`src/rtl/crc_unit_pkg.sv`:
```
package crc_unit_pkg;

    localparam int CRC_W  = 32;
    localparam int BYTE_W = 8;
    localparam int HALF_W = CRC_W / 2;
    localparam int LANES  = CRC_W / BYTE_W;
    localparam int CNT_W  = $clog2(LANES + 1);

    typedef enum logic [1:0] {
        SEL_ARC16  = 2'd0,
        SEL_CCITT  = 2'd1,
        SEL_ETH32  = 2'd2,
        SEL_ETH32B = 2'd3
    } poly_sel_e;

    localparam logic [CRC_W-1:0] POLY_ARC16 = 32'h0000_8005;
    localparam logic [CRC_W-1:0] POLY_CCITT = 32'h0000_1021;
    localparam logic [CRC_W-1:0] POLY_ETH32 = 32'h04C1_1DB7;

    typedef struct packed {
        logic [CRC_W-1:0] crc;
        logic [CRC_W-1:0] queue;
        logic [CNT_W-1:0] left;
    } crc_state_t;

endpackage

```
`src/rtl/crc_in_fmt.sv`:
```
module crc_in_fmt
    import crc_unit_pkg::*;
#(
    parameter int BW = BYTE_W,
    parameter int NL = LANES,
    parameter int CW = CNT_W
) (
    input  logic [NL*BW-1:0] data_in,
    input  logic [1:0]       size,
    input  logic             bitrev,
    input  logic             byterev,
    input  logic             invert,
    output logic [NL*BW-1:0] queue_out,
    output logic [CW-1:0]    count_out
);

    logic [CW-1:0] n_bytes;

    always_comb begin
        case (size)
            2'd0:    n_bytes = CW'(1);
            2'd1:    n_bytes = CW'(2);
            default: n_bytes = CW'(NL);
        endcase
    end

    assign count_out = n_bytes;

    for (genvar i = 0; i < NL; i++) begin : g_lane
        logic [BW-1:0] picked;
        logic [BW-1:0] reflected;
        logic [BW-1:0] shaped;

        always_comb begin
            picked = '0;
            for (int s = 0; s < NL; s++) begin
                if (i < int'(n_bytes)) begin
                    if (byterev) begin
                        if (s == int'(n_bytes) - 1 - i) picked = data_in[s*BW +: BW];
                    end else begin
                        if (s == i) picked = data_in[s*BW +: BW];
                    end
                end
            end
        end

        always_comb begin
            reflected = picked;
            if (bitrev) begin
                for (int b = 0; b < BW; b++) reflected[b] = picked[BW-1-b];
            end
        end

        assign shaped = invert ? ~reflected : reflected;
        assign queue_out[i*BW +: BW] = shaped;
    end

endmodule

```
`src/rtl/crc_byte_step.sv`:
```
module crc_byte_step
    import crc_unit_pkg::*;
#(
    parameter int W  = CRC_W,
    parameter int BW = BYTE_W
) (
    input  logic [W-1:0]  crc_in,
    input  logic [BW-1:0] data_byte,
    input  logic [1:0]    poly_sel,
    output logic [W-1:0]  crc_next
);

    localparam int HW = W / 2;

    logic          wide;
    logic [W-1:0]  poly;
    logic [W-1:0]  acc;
    logic          fb;

    assign wide = poly_sel[1];

    always_comb begin
        case (poly_sel)
            SEL_ARC16: poly = W'(POLY_ARC16);
            SEL_CCITT: poly = W'(POLY_CCITT);
            default:   poly = W'(POLY_ETH32);
        endcase
    end

    always_comb begin
        if (wide) begin
            acc = crc_in ^ {data_byte, {(W-BW){1'b0}}};
        end else begin
            acc = {{HW{1'b0}}, crc_in[HW-1:0] ^ {data_byte, {(HW-BW){1'b0}}}};
        end
        fb = 1'b0;
        for (int k = 0; k < BW; k++) begin
            fb  = wide ? acc[W-1] : acc[HW-1];
            acc = acc << 1;
            if (!wide) acc[W-1:HW] = '0;
            if (fb) acc = acc ^ poly;
        end
        crc_next = acc;
    end

endmodule

```
`src/rtl/crc_out_fmt.sv`:
```
module crc_out_fmt
    import crc_unit_pkg::*;
#(
    parameter int W  = CRC_W,
    parameter int BW = BYTE_W
) (
    input  logic [W-1:0] crc_in,
    input  logic         wide,
    input  logic         bitrev,
    input  logic         byterev,
    input  logic         invert,
    output logic [W-1:0] crc_res
);

    logic [1:0][W-1:0] variant;

    for (genvar g = 0; g < 2; g++) begin : g_width
        localparam int VW = (g == 0) ? W / 2 : W;
        localparam int NB = VW / BW;

        logic [VW-1:0] src;
        logic [VW-1:0] t_bits;
        logic [VW-1:0] t_bytes;
        logic [VW-1:0] t_final;

        assign src = crc_in[VW-1:0];

        always_comb begin
            t_bits = src;
            if (bitrev) begin
                for (int k = 0; k < VW; k++) t_bits[k] = src[VW-1-k];
            end
        end

        always_comb begin
            t_bytes = t_bits;
            if (byterev) begin
                for (int k = 0; k < NB; k++) t_bytes[k*BW +: BW] = t_bits[(NB-1-k)*BW +: BW];
            end
        end

        assign t_final    = invert ? ~t_bytes : t_bytes;
        assign variant[g] = W'(t_final);
    end

    assign crc_res = variant[wide];

endmodule

```
`src/rtl/crc_unit.sv`:
```
module crc_unit
    import crc_unit_pkg::*;
(
    input  logic              clk,
    input  logic              rst_n,
    input  logic [1:0]        poly_sel,
    input  logic              seed_we,
    input  logic [CRC_W-1:0]  seed_val,
    input  logic              wr_en,
    input  logic [1:0]        wr_size,
    input  logic [CRC_W-1:0]  wr_data,
    input  logic              in_bitrev,
    input  logic              in_byterev,
    input  logic              in_invert,
    input  logic              out_bitrev,
    input  logic              out_byterev,
    input  logic              out_invert,
    output logic              busy,
    output logic [CRC_W-1:0]  crc_out
);

    crc_state_t       state_q;
    crc_state_t       state_d;
    logic             wide;
    logic             idle;
    logic [CRC_W-1:0] fmt_queue;
    logic [CNT_W-1:0] fmt_count;
    logic [CRC_W-1:0] step_crc;

    assign wide = poly_sel[1];
    assign idle = (state_q.left == '0);

    crc_in_fmt #(.BW(BYTE_W), .NL(LANES), .CW(CNT_W)) in_fmt_i (
        .data_in   (wr_data),
        .size      (wr_size),
        .bitrev    (in_bitrev),
        .byterev   (in_byterev),
        .invert    (in_invert),
        .queue_out (fmt_queue),
        .count_out (fmt_count)
    );

    crc_byte_step #(.W(CRC_W), .BW(BYTE_W)) step_i (
        .crc_in    (state_q.crc),
        .data_byte (state_q.queue[BYTE_W-1:0]),
        .poly_sel  (poly_sel),
        .crc_next  (step_crc)
    );

    crc_out_fmt #(.W(CRC_W), .BW(BYTE_W)) out_fmt_i (
        .crc_in  (state_q.crc),
        .wide    (wide),
        .bitrev  (out_bitrev),
        .byterev (out_byterev),
        .invert  (out_invert),
        .crc_res (crc_out)
    );

    always_comb begin
        state_d = state_q;
        if (!idle) begin
            state_d.crc   = step_crc;
            state_d.queue = state_q.queue >> BYTE_W;
            state_d.left  = state_q.left - CNT_W'(1);
        end
        if (seed_we) begin
            state_d.crc   = wide ? seed_val : {{HALF_W{1'b0}}, seed_val[HALF_W-1:0]};
            state_d.queue = '0;
            state_d.left  = '0;
        end
        if (wr_en && idle) begin
            state_d.queue = fmt_queue;
            state_d.left  = fmt_count;
        end
    end

    always_ff @(posedge clk or negedge rst_n) begin
        if (!rst_n) state_q <= '0;
        else        state_q <= state_d;
    end

    assign busy = !idle;

endmodule

```
`config.mk`:
```
export PLATFORM = sky130hd
export DESIGN_NAME = crc_unit
export DESIGN_NICKNAME = d
export VERILOG_FILES = /design/src/rtl/crc_unit_pkg.sv /design/src/rtl/crc_in_fmt.sv /design/src/rtl/crc_byte_step.sv /design/src/rtl/crc_out_fmt.sv /design/src/rtl/crc_unit.sv
export SDC_FILE = /design/constraint.sdc
export NUM_CORES = 1
export LEC_CHECK = 0
export BUFFER_PORTS_ARGS = -buffer_cell sky130_fd_sc_hd__buf_2
export CAP_MARGIN = 5
export CORE_MARGIN = 3
export CORE_UTILIZATION = 55
export CTS_CLUSTER_SIZE = 20
export DETAILED_ROUTE_END_ITERATION = 12
export PLACE_DENSITY = 0.82
export SLEW_MARGIN = 10
export SYNTH_ARGS = -nofsm -noshare
export SYNTH_HDL_FRONTEND = slang
export SYNTH_HIERARCHICAL = 1
export SYNTH_SLANG_ARGS = --single-unit
```
`constraint.sdc`:
```
create_clock -name clk -period 8.15 [get_ports clk]
set_input_delay 0.815 -clock clk [delete_from_list [all_inputs] [get_ports clk]]
set_output_delay 0.815 -clock clk [all_outputs]
set_load 0.01 [all_outputs]
```
## Word level (Yosys, flattened, before mapping)

Cells that the tools add are included.

- Register bits after elaboration: 67
- Bits of input ports: 78
- Logic and storage cells: 143

- Add/subtract/negate cells: 5
- Order comparisons: 5
- Eq/ne operators: 16
- Multiplexer cells: 89
- Bitwise operators: 16
- Reduce and logical (&&, ||, !) cells: 9

Operator list:

| kind | count |
|---|---|
| 32-bit 2-to-1 mux | 15 |
| 8-bit 2-to-1 mux | 50 |
| 3-bit by 32-bit equality test with 1-bit output, first input constant | 8 |
| 32-bit bitwise XOR | 8 |
| 16-bit 2-to-1 mux | 11 |
| 67-bit 2-to-1 mux | 2 |
| 2-bit by 32-bit equality test with 1-bit output, first input constant | 4 |
| 32-bit logical NOT | 4 |
| 32-bit by 3-bit subtractor with 32-bit output, second input constant | 2 |
| 27-bit case mux with 2 select lines | 1 |
| 35-bit 2-to-1 mux | 1 |
| 32-bit inverter | 1 |
| 8-bit inverter | 4 |
| 32-bit by 2-bit subtractor with 32-bit output, second input constant | 1 |
| 32-bit by 27-bit bitwise XOR with 32-bit output | 1 |
| 16-bit inverter | 1 |
| 16-bit bitwise XOR | 1 |
| 1-bit 2-to-1 mux | 8 |
| 1-bit by 3-bit < comparator with 1-bit output, first input constant | 2 |
| 2-bit by 3-bit < comparator with 1-bit output, first input constant | 2 |
| 3-bit case mux with 2 select lines | 1 |
| 2-bit by 1-bit equality test with 1-bit output, second input constant | 2 |
| 2-bit logical NOT | 2 |
| 3-bit by 1-bit subtractor with 4-bit output, second input constant | 1 |
| other kinds (7) | 7 |

## Depth between registers and ports, before layout

- Word-level depth: 29
- Depth in mapped cells: 14

## Cells and area by module

The synthesis kept the hierarchy.

By module, submodules not included:

| module | instances | cells each | area an instance (um^2) |
|---|---|---|---|
| crc_unit | 1 | 293 | 3409.5 |
| crc_in_fmt | 1 | 272 | 1930.6 |
| crc_byte_step | 1 | 232 | 1853.0 |
| crc_out_fmt | 1 | 198 | 1689.1 |

## Worst setup path after synthesis

Ideal clock, no wire load.

- Path type: input to register
- Start point: in poly_sel[1]
- End point: reg state_q[35] (netlist name)
- Setup time: 0.134 ns
- Data arrival time: 3.118 ns
- Data required time: 8.016 ns
- Path slack: 4.899 ns
- Cell stages on the path: 11
- Path buffers: 1
- Cells stage by stage: mux2i_2 xnor3_2 xor2_2 nand2_2 xor3_2 mux2i_2 a211oi_1 a21oi_1 buf_4 mux2i_1 o21ai_0

- Word-level cells in the longest chain between the ends: 26

RTL lines:

| element | RTL line | RTL |
|---|---|---|
| start: declaration | crc_unit.sv:6 | `input logic [1:0] poly_sel,` |
| 32-bit 2-to-1 mux | crc_byte_step.sv:31 | `if (wide) begin` |
| 16-bit 2-to-1 mux | crc_byte_step.sv:40 | `if (!wide) acc[W-1:HW] = '0;` |
| 32-bit by 27-bit bitwise XOR with 32-bit output | crc_byte_step.sv:41 | `if (fb) acc = acc ^ poly;` |
| 32-bit 2-to-1 mux | crc_byte_step.sv:41 |  |
| 16-bit 2-to-1 mux | crc_byte_step.sv:40 |  |
| 32-bit bitwise XOR | crc_byte_step.sv:41 |  |
| 32-bit 2-to-1 mux | crc_byte_step.sv:41 |  |
| 16-bit 2-to-1 mux | crc_byte_step.sv:40 |  |
| [... 12 more ...] | -- |  |
| 32-bit bitwise XOR | crc_byte_step.sv:41 |  |
| 32-bit 2-to-1 mux | crc_byte_step.sv:41 |  |
| 1-bit 2-to-1 mux * | crc_byte_step.sv:38 | `fb = wide ? acc[W-1] : acc[HW-1];` |
| net step_i.fb | crc_byte_step.sv:18 | `logic fb;` |
| 32-bit 2-to-1 mux * | crc_byte_step.sv:41 |  |
| net step_crc[0] | crc_unit.sv:28 | `logic [CRC_W-1:0] step_crc;` |
| 67-bit 2-to-1 mux * | crc_unit.sv:61 | `if (!idle) begin` |
| 67-bit 2-to-1 mux * | crc_unit.sv:66 | `if (seed_we) begin` |
| end signal: assignment | crc_unit.sv:79 | `else state_q <= state_d;` |
| end: declaration | crc_unit.sv:22 | `crc_state_t state_q;` |

The timed path passes the listed nets; every way through them passes the cells marked *. The select of a mux whose other input is x is not followed.
A chain may end at the register's enable or synchronous reset.

## Final worst setup path

- Start point: in poly_sel[1]
- End point: reg state_q[49] (netlist name)

- Word-level cells in the longest chain between the ends: 26

RTL lines:

| element | RTL line |
|---|---|
| 32-bit 2-to-1 mux | crc_byte_step.sv:31 |
| 16-bit 2-to-1 mux | crc_byte_step.sv:40 |
| 32-bit by 27-bit bitwise XOR with 32-bit output | crc_byte_step.sv:41 |
| 32-bit 2-to-1 mux | crc_byte_step.sv:41 |
| 16-bit 2-to-1 mux | crc_byte_step.sv:40 |
| 32-bit bitwise XOR | crc_byte_step.sv:41 |
| 32-bit 2-to-1 mux | crc_byte_step.sv:41 |
| 16-bit 2-to-1 mux | crc_byte_step.sv:40 |
| [... 11 more ...] | -- |
| 16-bit 2-to-1 mux | crc_byte_step.sv:40 |
| 32-bit bitwise XOR | crc_byte_step.sv:41 |
| 32-bit 2-to-1 mux | crc_byte_step.sv:41 |
| 1-bit 2-to-1 mux | crc_byte_step.sv:38 |
| 32-bit 2-to-1 mux * | crc_byte_step.sv:41 |
| net step_crc[14] | crc_unit.sv:28 |
| 67-bit 2-to-1 mux * | crc_unit.sv:61 |
| 67-bit 2-to-1 mux * | crc_unit.sv:66 |

Marks and branches as above.

==> results.sh <==
export IMPL_synth_top_area_frac=0.1888
export IMPL_synth_flop_cell="dfrtp_1"
export IMPL_syn_num_nets=1079
export IMPL_synth_largest_area_cell="dfrtp_1"
export IMPL_final_max_slew_viol_count=0
export IMPL_grt_pass1_wl_microns=39260
export IMPL_avgSynthCellArea_sq_um=8.927
export IMPL_netlist_area_sq_mm=0.008882
export IMPL_gr_max_usage_layer="met2"
export IMPL_tns_ns=0
export IMPL_tightest_slew_ns=1.233
export IMPL_grt_max_degree=114
export IMPL_clock_sinks=67
export IMPL_hpwl_microns=17040
export IMPL_vdd_drop_max_mv=0.3111
export IMPL_viasPerCell=6.468
export IMPL_power_density_mw_per_mm2=477.3
export IMPL_max_slew_margin=0.1765
export IMPL_drtPass1Iterations=7
export IMPL_netlist_top_cells_count="xnor2_1 (114), nand2_1 (102), mux2i_1 (82), dfrtp_1 (67), xor2_1 (53)"
export IMPL_syn2layout_area_growth_pct=7.607
export IMPL_path_cells="buf_2 > buf_4 > mux2i_2 > xnor3_2 > xor2_2 > a22oi_1 > and4b_1 > xnor3_1 > a21oi_2 > xnor2_1 > mux2i_1 > o21ai_0"
export IMPL_routed_wl_microns=24450
export IMPL_drc=0
export IMPL_rsz0062_at_grt="false"
export IMPL_io_pins=111
export IMPL_layout_top_registers="state_q: 67 flops"
export IMPL_fmax_mhz=249.6
export IMPL_io_buffers=110
export IMPL_worstSetupPathType="input pin to flip-flop"
export IMPL_grtUsageTotal=0.2680
export IMPL_drt_iter0_drc=730
export IMPL_period_share=0.4917
export IMPL_antenna_found_initial=0
export IMPL_grtUsageMet1=0.3724
export IMPL_end_kind="flip-flop"
export IMPL_first_global_vias=7386
export IMPL_root_buffer="clkbuf_16"
export IMPL_num_vias=8079
export IMPL_met2_usage=0.4247
export IMPL_rows=45
export IMPL_insertion_delay_ns=0.34
export IMPL_num_antenna_cells=0
export IMPL_syn_inst=995
export IMPL_status="finished, final reports clean"
export IMPL_cp_data_arrival_time_ns=4.25
export IMPL_core_area_sq_mm=0.01548
export IMPL_setup_viol=0
export IMPL_cap_violations=0
export IMPL_path_clk_slew_ns=0.06
export IMPL_fillers=1314
export IMPL_cpPeakStageDelay_ns=0.59
export IMPL_cts_max_level=3
export IMPL_initial_core_util=0.5737
export IMPL_largest_reg_flops=67
export IMPL_clock_skew_ns=0.008147
export IMPL_clock_path_buffers=2
export IMPL_synth_most_common_cell="xnor2_1"
export IMPL_final_nets=1117
export IMPL_ant_nets=0
export IMPL_die_h_microns=133.1
export IMPL_drive_gt1_frac=0.1715
export IMPL_crit_slowest_cell="and4b_1"
export IMPL_cts_hold_buf=0
export IMPL_hp_class="flip-flop to flip-flop"
export IMPL_dieArea_sq_mm=0.01771
export IMPL_crit_path_max_fanout=63
export IMPL_cts_tree="done"
export IMPL_regMostFlops="state_q"
export IMPL_rrSetupSlack_ns=4.71
export IMPL_design_area_sq_mm=0.009558
export IMPL_place_gp_congestion=0.9970
export IMPL_async_reset_ff_frac=1.000
export IMPL_synth_edf_count=0
export IMPL_start_kind="input pin"
export IMPL_ys_top_cells_by_area="dfrtp_1 (19%), xnor2_1 (11%), mux2i_1 (9.2%)"
export IMPL_postPlaceCellArea_sq_mm=0.009245
export IMPL_cts_buffers=9
export IMPL_hold_viol_final=0
export IMPL_required_ns=8.39
export IMPL_synth_cell_types=81
export IMPL_grt_met3_usage=0.04297
export IMPL_post_cts_buffers=0
export IMPL_grt_overflow=0
export IMPL_p_leak_uw=0.004249
export IMPL_ys_ff_latch=67
export IMPL_cts_resized=0
export IMPL_layout_setup_ws_ns=4.143
export IMPL_post_route_min_period_ns=4.007
export IMPL_yosysWarnings=6
export IMPL_dp_worst_setup_slack_ns=3.865
export IMPL_die_w_microns=133.1
export IMPL_yosysSeqAreaShare=0.1888
export IMPL_wl_per_cell_microns=19.57
==> worst paths after layout <==
path,from,end,depth (start not counted)
worst max-delay path,poly_sel[1],state_q[49]$_DFFE_PN0P_,12
worst max register to register,state_q[50]$_DFFE_PN0P_,state_q[49]$_DFFE_PN0P_,10
worst min register to register,state_q[28]$_DFFE_PN0P_,state_q[28]$_DFFE_PN0P_,2
min in group asynchronous,rst_n,state_q[42]$_DFFE_PN0P_,2
worst min-delay path,state_q[28]$_DFFE_PN0P_,state_q[28]$_DFFE_PN0P_,2
max in group asynchronous,rst_n,state_q[48]$_DFFE_PN0P_,2
==> cell families (layout without fill, tap and decap cells) <==
family / count (synthesis) / in the layout / synth area share
muxes: 101 / 101 / 0.1403
buffers and inverters: 105 / 148 / 0.06522
AOI/OAI and AO/OA: 218 / 218 / 0.1868
xor gates and xnor gates: 181 / 181 / 0.1989
DFF: 67 / 67 / 0.1888
adders and majority gates: 6 / 6 / 0.008452
and+or+nand+nor: 317 / 317 / 0.2116
==> worst max-delay path, delay by kind of cell <==
| kind | cells | cell delay (ns) |
|---|---|---|
| mux | 2 | 0.55 |
| simple gates | 1 | 0.59 |
| buf+inv | 2 | 0.59 |
| compound gates | 3 | 0.45 |
| xor+xnor | 4 | 1.24 |
==> cell usage in the layout (no fill, tap or decap), types with 28 or more instances in the layout <==
master / n
dfrtp_1: 67
nand2_1: 102
o21ai_0: 39
xnor2_1: 114
and2_1: 28
a32oi_1: 41
mux2i_1: 82
nand2b_1: 30
xor2_1: 53
nor2_1: 32
buf_2: 110
==> metrics by stage <==
stage / instances / util / power (uW) / hold slack, ns
after floorplan: 995 / - / 3457 / 0.5194
after global placement: 1233 / 0.5971 / 3973 / 0.6090
after detailed placement: 1233 / 0.5971 / 4077 / 0.6074
after CTS: 1249 / 0.6173 / 4508 / 0.6228
after global routing: 1249 / 0.6173 / 4871 / 0.6565
final: 1249 / 0.6173 / 4562 / 0.6227
==> power by group <==
group	internal [uW]	leakage, uW	total (uW)	switching [uW]
registers	469	0.000868	729	259
clock network	255	0.000152	408	153
logic	1660	0.00323	3430	1770
==> final cells by class <==
cell class                      count  area, sq um  area share
Sequential cell                    67         1677      0.1754
Inverter                           15        56.30    0.005891
Multi-Input combinational cell    823         6645      0.6952
Clock buffer                       11        252.7     0.02644
Timing Repair Buffer              117        603.1     0.06310
Clock inverter                      5        60.06    0.006284
Tap cell                          211        264.0     0.02762
==> metal layers <==
layer,vias to the layer above,wire (microns)
met5,-,0
met4,0,817
met2,454,11380
li1,3716,-
met3,74,2164
met1,3835,10080
(Power assumes the default switching activity.)
